--- config.mk ---
export PLATFORM = sky130hd
export DESIGN_NAME = spi_stat_flags
export DESIGN_NICKNAME = d
export VERILOG_FILES = /design/src/rtl/spi_stat_pkg.sv /design/src/rtl/stat_sticky.sv /design/src/rtl/stat_rx_path.sv /design/src/rtl/stat_tx_path.sv /design/src/rtl/stat_buf_full.sv /design/src/rtl/spi_stat_flags.sv
export SDC_FILE = /design/constraint.sdc
export NUM_CORES = 1
export LEC_CHECK = 0
export ABC_CLOCK_PERIOD_IN_PS = 2600
export BUFFER_PORTS_ARGS = -buffer_cell sky130_fd_sc_hd__buf_2
export CORE_MARGIN = 5
export CORE_UTILIZATION = 34
export CTS_CLUSTER_DIAMETER = 80
export DETAILED_ROUTE_END_ITERATION = 8
export HOLD_SLACK_MARGIN = 0.1
export PLACE_DENSITY = 0.84
export SLEW_MARGIN = 5
export SYNTH_ARGS = -nofsm -noshare
export SYNTH_HDL_FRONTEND = slang
export SYNTH_SLANG_ARGS = --single-unit
--- constraint.sdc ---
create_clock -name clk -period 2.6 [get_ports clk]
set_clock_uncertainty 0.05 [all_clocks]
set_input_delay 0.26 -clock clk [delete_from_list [all_inputs] [get_ports clk]]
set_output_delay 0.26 -clock clk [all_outputs]
set_load 0.05 [all_outputs]
--- src/rtl/spi_stat_pkg.sv ---
package spi_stat_pkg;
  // Bit positions within the status word
  localparam int unsigned BIT_TXE  = 0;
  localparam int unsigned BIT_RXF  = 1;
  localparam int unsigned BIT_ETX  = 2;
  localparam int unsigned BIT_ERX  = 3;
  localparam int unsigned BIT_RXB  = 4;
  localparam int unsigned BIT_OVR  = 5;
  localparam int unsigned BIT_MODF = 6;
  localparam int unsigned USED_W   = 7;

  // Indices of the generic sticky flags
  localparam int unsigned STK_MODF = 0;
  localparam int unsigned STK_ERX  = 1;
  localparam int unsigned STK_ETX  = 2;
  localparam int unsigned STK_N    = 3;
endpackage

--- src/rtl/stat_sticky.sv ---
module stat_sticky (
  input  logic clk,
  input  logic rst,
  input  logic set_i,
  input  logic clr_i,
  output logic flag_o
);
  always_ff @(posedge clk) begin
    if (rst)        flag_o <= 1'b0;
    else if (set_i) flag_o <= 1'b1;
    else if (clr_i) flag_o <= 1'b0;
  end
endmodule

--- src/rtl/stat_rx_path.sv ---
module stat_rx_path (
  input  logic clk,
  input  logic rst,
  input  logic load_i,
  input  logic data_rd_i,
  input  logic stat_rd_i,
  output logic full_o,
  output logic ovr_o
);
  logic ovr_evt;

  // A second load with no data read in the same cycle loses a word
  assign ovr_evt = load_i && full_o && !data_rd_i;

  always_ff @(posedge clk) begin
    if (rst)            full_o <= 1'b0;
    else if (load_i)    full_o <= 1'b1;
    else if (data_rd_i) full_o <= 1'b0;
  end

  always_ff @(posedge clk) begin
    if (rst)            ovr_o <= 1'b0;
    else if (ovr_evt)   ovr_o <= 1'b1;
    else if (stat_rd_i) ovr_o <= 1'b0;
  end
endmodule

--- src/rtl/stat_tx_path.sv ---
module stat_tx_path (
  input  logic clk,
  input  logic rst,
  input  logic en_i,
  input  logic dis_i,
  input  logic take_i,
  input  logic data_wr_i,
  output logic empty_o
);
  logic enabled_q;

  always_ff @(posedge clk) begin
    if (rst)        enabled_q <= 1'b0;
    else if (dis_i) enabled_q <= 1'b0;
    else if (en_i)  enabled_q <= 1'b1;
  end

  always_ff @(posedge clk) begin
    if (rst)                       empty_o <= 1'b0;
    else if (dis_i)                empty_o <= 1'b0;
    else if (en_i)                 empty_o <= 1'b1;
    else if (enabled_q && take_i)  empty_o <= 1'b1;
    else if (data_wr_i)            empty_o <= 1'b0;
  end
endmodule

--- src/rtl/stat_buf_full.sv ---
module stat_buf_full #(
  parameter int unsigned CNT_W = 16
) (
  input  logic             clk,
  input  logic             rst,
  input  logic [CNT_W-1:0] cur_i,
  input  logic [CNT_W-1:0] nxt_i,
  output logic             full_o
);
  always_ff @(posedge clk) begin
    if (rst) full_o <= 1'b0;
    else     full_o <= (cur_i == '0) && (nxt_i == '0);
  end
endmodule

--- src/rtl/spi_stat_flags.sv ---
module spi_stat_flags
  import spi_stat_pkg::*;
#(
  parameter int unsigned CNT_W  = 16,
  parameter int unsigned ADDR_W = 4,
  parameter int unsigned STAT_W = 32,
  parameter logic [ADDR_W-1:0] A_RXD  = 2,
  parameter logic [ADDR_W-1:0] A_TXD  = 3,
  parameter logic [ADDR_W-1:0] A_STAT = 4,
  parameter logic [ADDR_W-1:0] A_RCNT = 8,
  parameter logic [ADDR_W-1:0] A_TCNT = 9
) (
  input  logic              clk,
  input  logic              rst,
  input  logic              en_cmd,
  input  logic              dis_cmd,
  input  logic              ser_rx_load,
  input  logic              ser_tx_take,
  input  logic              mode_fault_evt,
  input  logic              rx_cnt_done,
  input  logic              tx_cnt_done,
  input  logic [CNT_W-1:0]  rx_cur_cnt,
  input  logic [CNT_W-1:0]  rx_nxt_cnt,
  input  logic              bus_rd,
  input  logic              bus_wr,
  input  logic [ADDR_W-1:0] bus_addr,
  output logic [STAT_W-1:0] status_word
);
  localparam int unsigned PAD_W = STAT_W - USED_W;

  // Access decode
  logic rd_stat, rd_rxd, wr_txd, wr_rcnt, wr_tcnt;
  assign rd_stat = bus_rd && (bus_addr == A_STAT);
  assign rd_rxd  = bus_rd && (bus_addr == A_RXD);
  assign wr_txd  = bus_wr && (bus_addr == A_TXD);
  assign wr_rcnt = bus_wr && (bus_addr == A_RCNT);
  assign wr_tcnt = bus_wr && (bus_addr == A_TCNT);

  logic rxf, ovr, txe, rxb;
  logic [STK_N-1:0] stk_set, stk_clr, stk_q;

  assign stk_set[STK_MODF] = mode_fault_evt;
  assign stk_clr[STK_MODF] = rd_stat;
  assign stk_set[STK_ERX]  = rx_cnt_done;
  assign stk_clr[STK_ERX]  = wr_rcnt;
  assign stk_set[STK_ETX]  = tx_cnt_done;
  assign stk_clr[STK_ETX]  = wr_tcnt;

  for (genvar g = 0; g < STK_N; g++) begin : g_stk
    stat_sticky u_flag (
      .clk    (clk),
      .rst    (rst),
      .set_i  (stk_set[g]),
      .clr_i  (stk_clr[g]),
      .flag_o (stk_q[g])
    );
  end

  stat_rx_path u_rx (
    .clk       (clk),
    .rst       (rst),
    .load_i    (ser_rx_load),
    .data_rd_i (rd_rxd),
    .stat_rd_i (rd_stat),
    .full_o    (rxf),
    .ovr_o     (ovr)
  );

  stat_tx_path u_tx (
    .clk       (clk),
    .rst       (rst),
    .en_i      (en_cmd),
    .dis_i     (dis_cmd),
    .take_i    (ser_tx_take),
    .data_wr_i (wr_txd),
    .empty_o   (txe)
  );

  stat_buf_full #(.CNT_W(CNT_W)) u_buf (
    .clk    (clk),
    .rst    (rst),
    .cur_i  (rx_cur_cnt),
    .nxt_i  (rx_nxt_cnt),
    .full_o (rxb)
  );

  logic [USED_W-1:0] used_bits;
  always_comb begin
    used_bits           = '0;
    used_bits[BIT_TXE]  = txe;
    used_bits[BIT_RXF]  = rxf;
    used_bits[BIT_ETX]  = stk_q[STK_ETX];
    used_bits[BIT_ERX]  = stk_q[STK_ERX];
    used_bits[BIT_RXB]  = rxb;
    used_bits[BIT_OVR]  = ovr;
    used_bits[BIT_MODF] = stk_q[STK_MODF];
  end

  assign status_word = {{PAD_W{1'b0}}, used_bits};
endmodule

==> key figures <==
Drt
  • Via count: 650
  • DRC Markers: 0
  • Starting DRT DRC Count: 3
  • Vias per cell: between 4 and 5
  • Routed wire per std cell: 10.49 um
  • Routed Antenna Nets: 0
  • DRT Wirelength: between 1500 and 2000 um
  • Drt first pass iters: 4

Global routing
  • Largest net degree at the start of global routing: 9
  • Tot GR Track Use: around 11%
  • Initial antenna violation count: 0
  • Vias in the first global route: just over 600
  • Gr ovfl total: 0
  • First-pass GRT wire length: 2346 um

Worst setup path
  • CP max FO: 3
  • Req. time, crit path: about 2.3 ns
  • Max incr delay on CP: ~0.34 ns
  • Worst Setup Start Kind: register
  • Crit path buffers/inverters: 1
  • Reg-to-Reg End: u_tx.empty_o
  • R2r setup slk: ~1.8 ns
  • Worst Setup End Kind: output port
  • FF-to-FF path depth: 2
  • Critical path cell sequence: buf_2
  • Worst EP arrival: about 0.85 ns
  • Slowest CP cell: dfxtp_1
  • Reg-to-reg startpoint: u_tx.enabled_q
  • Worst Setup Path Type: register to output port
  • Delay-heaviest family, CP: flip-flops

Yosys
  • YS warnings: 0
  • Flops & latches, synth: 8
  • Main area contributors after synthesis: buf_4, dfxtp_1, nor4_1
  • Post-synthesis sequential area ratio: ~25%
  • Mapped Cells: 80
  • Mean post-synth cell area: roughly 8.0 sq um
  • Yosys cell types: 19
  • Synthesized area: around 640 sq um
  • Dominant cell type by area after synthesis: buf_4
  • Top cell type's share of synthesized area: between 30% and 40%

Floorplan
  • Core ar.: approximately 1700 sq um
  • DIE HEIGHT: between 50 and 60 um
  • # rows: 15
  • Initial core utilization: between 30% and 40%
  • Io pins: a little under 80
  • Die X: around 53 um
  • Area of the die: ~2800 sq um

Clock network
  • CTS buffer count: 3
  • CTS Sinks: 8
  • Post-CTS resize count: 0
  • CTS H-tree lvls: 1
  • Bufs on Longest Clock Path: 2
  • # Post-CTS Setup Buffers: 0
  • Worst-Skew Late Latency: 0.24 ns
  • Hold Buf Count CTS: 0
  • Worst-path clk slew: around 0.05 ns
  • CTS tree: yes
  • Clock Tree Root: clkbuf_4

Timing
  • Slew Limit Fails: 0
  • Hold_ws: about 0.15 ns
  • Period minus WS final: between 1 and 1.5 ns
  • Final hold violations: 0
  • Setup TNS: 0 ns
  • RSZ-0062 raised after global routing: false
  • Final period util: roughly 45%
  • Setup violators final: 0
  • F_max: roughly 860 MHz

Power and ir drop
  • Worst vdd ir: roughly 0.18 mV
  • Power per Cell Area: roughly 480 nW/um^2
  • P_leak: ~0.44 nW

Finish
  • Ant diodes: 0
  • Synth-to-Final Area Change: 24.75%
  • Layout cells sized above 1: between 40 and 50%
  • Net count reported at finish: between 150 and 200

Hold path
  • Hold Crit Start: dis_cmd
  • Worst Hold Depth: 2
  • Worst Hold Class: input pin to register
  • Hold Path End: u_tx.enabled_q

Job
  • Max Cap Viol: 0

Run status
  • Status: finished, final reports clean

Placement
  • PortBufs: 53
  • Placer Congestion: roughly 0.65
  • Post-DP HPWL: about 1500 um
cells by family (layout without fill, tap and decap cells):
group	Yosys count	in the layout	synth area share (%)
AO/OA/AOI/OAI	14	14	11.79
AND/OR/NAND/NOR	19	19	20.04
buffers and inverters	38	61	42.44
other	1	25	0.5888
flip-flops	8	8	25.15
routing by layer:
metal / routed length [um] / GRT usage [%] / up-vias / share of wire, %
li1: - / - / 313 / -
met1: 471 / 9.699 / 284 / 30
met2: 861 / 22.86 / 51 / 54
met3: 251 / 2.254 / 2 / 16
met4: 11 / 5.106 / 0 / 0.69
met5: 0 / 0 / - / 0
cell usage after synthesis:
library cell and number:
nand4bb_1 2, nand2b_1 1, inv_1 5, or3_1 1, nand4_1 2, o21ai_0 6, a21oi_1 6, dfxtp_1 8
o211ai_1 1, buf_4 32, nor4_1 6, nor2_1 2, conb_1 1, or3b_1 1, nor4_2 1, nor3_1 2
buf_6 1, nand2_1 1, a211oi_1 1
cell usage in the layout, fill, tap and decap left out, types with 2 or more instances in the layout:
| master | count |
|---|---|
| dfxtp_1 | 8 |
| inv_1 | 5 |
| o21ai_0 | 6 |
| nand4_1 | 2 |
| nor2_1 | 2 |
| nor3_1 | 2 |
| buf_2 | 53 |
| nor4_1 | 6 |
| nand4bb_1 | 2 |
| a21oi_1 | 6 |
| clkbuf_4 | 3 |
| conb_1 | 25 |
area by class of cell:
| cell class | instances | area (sq um) |
|---|---|---|
| Sequential cell | 8 | 160.2 |
| Tap cell | 25 | 31.28 |
| Multi-Input combinational cell | 58 | 296.5 |
| Clock buffer | 3 | 22.52 |
| Inverter | 5 | 18.77 |
| Fill cell | 184 | 950.9 |
| Timing Repair Buffer | 53 | 265.3 |
flip-flops by register name, summed over array words and instances (netlist names):
signal               flops
g_stk.u_flag.flag_o      3
u_buf.full_o             1
u_rx.full_o              1
u_rx.ovr_o               1
u_tx.empty_o             1
u_tx.enabled_q           1
per-stage QoR:
stage                     instances  setup slack, ns  cell area [sq um]  utilization [%]  power, mW
after floorplan                 104            1.536              726.9                -     0.2910
after global placement          149            1.389              772.0            44.23     0.2938
after detailed placement        149            1.342              772.0            44.23     0.2967
after CTS                       152            1.427              794.5            45.52     0.3883
after global routing            152            1.372              794.5            45.52     0.4099
final                           152            1.435              794.5            45.52     0.3849
report_power, final:
part	internal [mW]	switching (mW)	total, mW
sequential	0.130	0.00295	0.133
clock	0.0525	0.0373	0.0898
combinational	0.0370	0.125	0.162
worst max path at each step:
stage	depth (start not counted)	from	end
final	1	u_rx.full_o	status_word[1]
after global routing	1	u_rx.full_o	status_word[1]
after detailed placement	4	bus_addr[2]	u_tx.empty_o
after floorplan	3	bus_addr[2]	u_rx.ovr_o
after CTS	1	u_rx.full_o	status_word[1]
after global placement	4	bus_addr[2]	u_tx.empty_o
No activity file was read; power rests on OpenSTA's default activity.
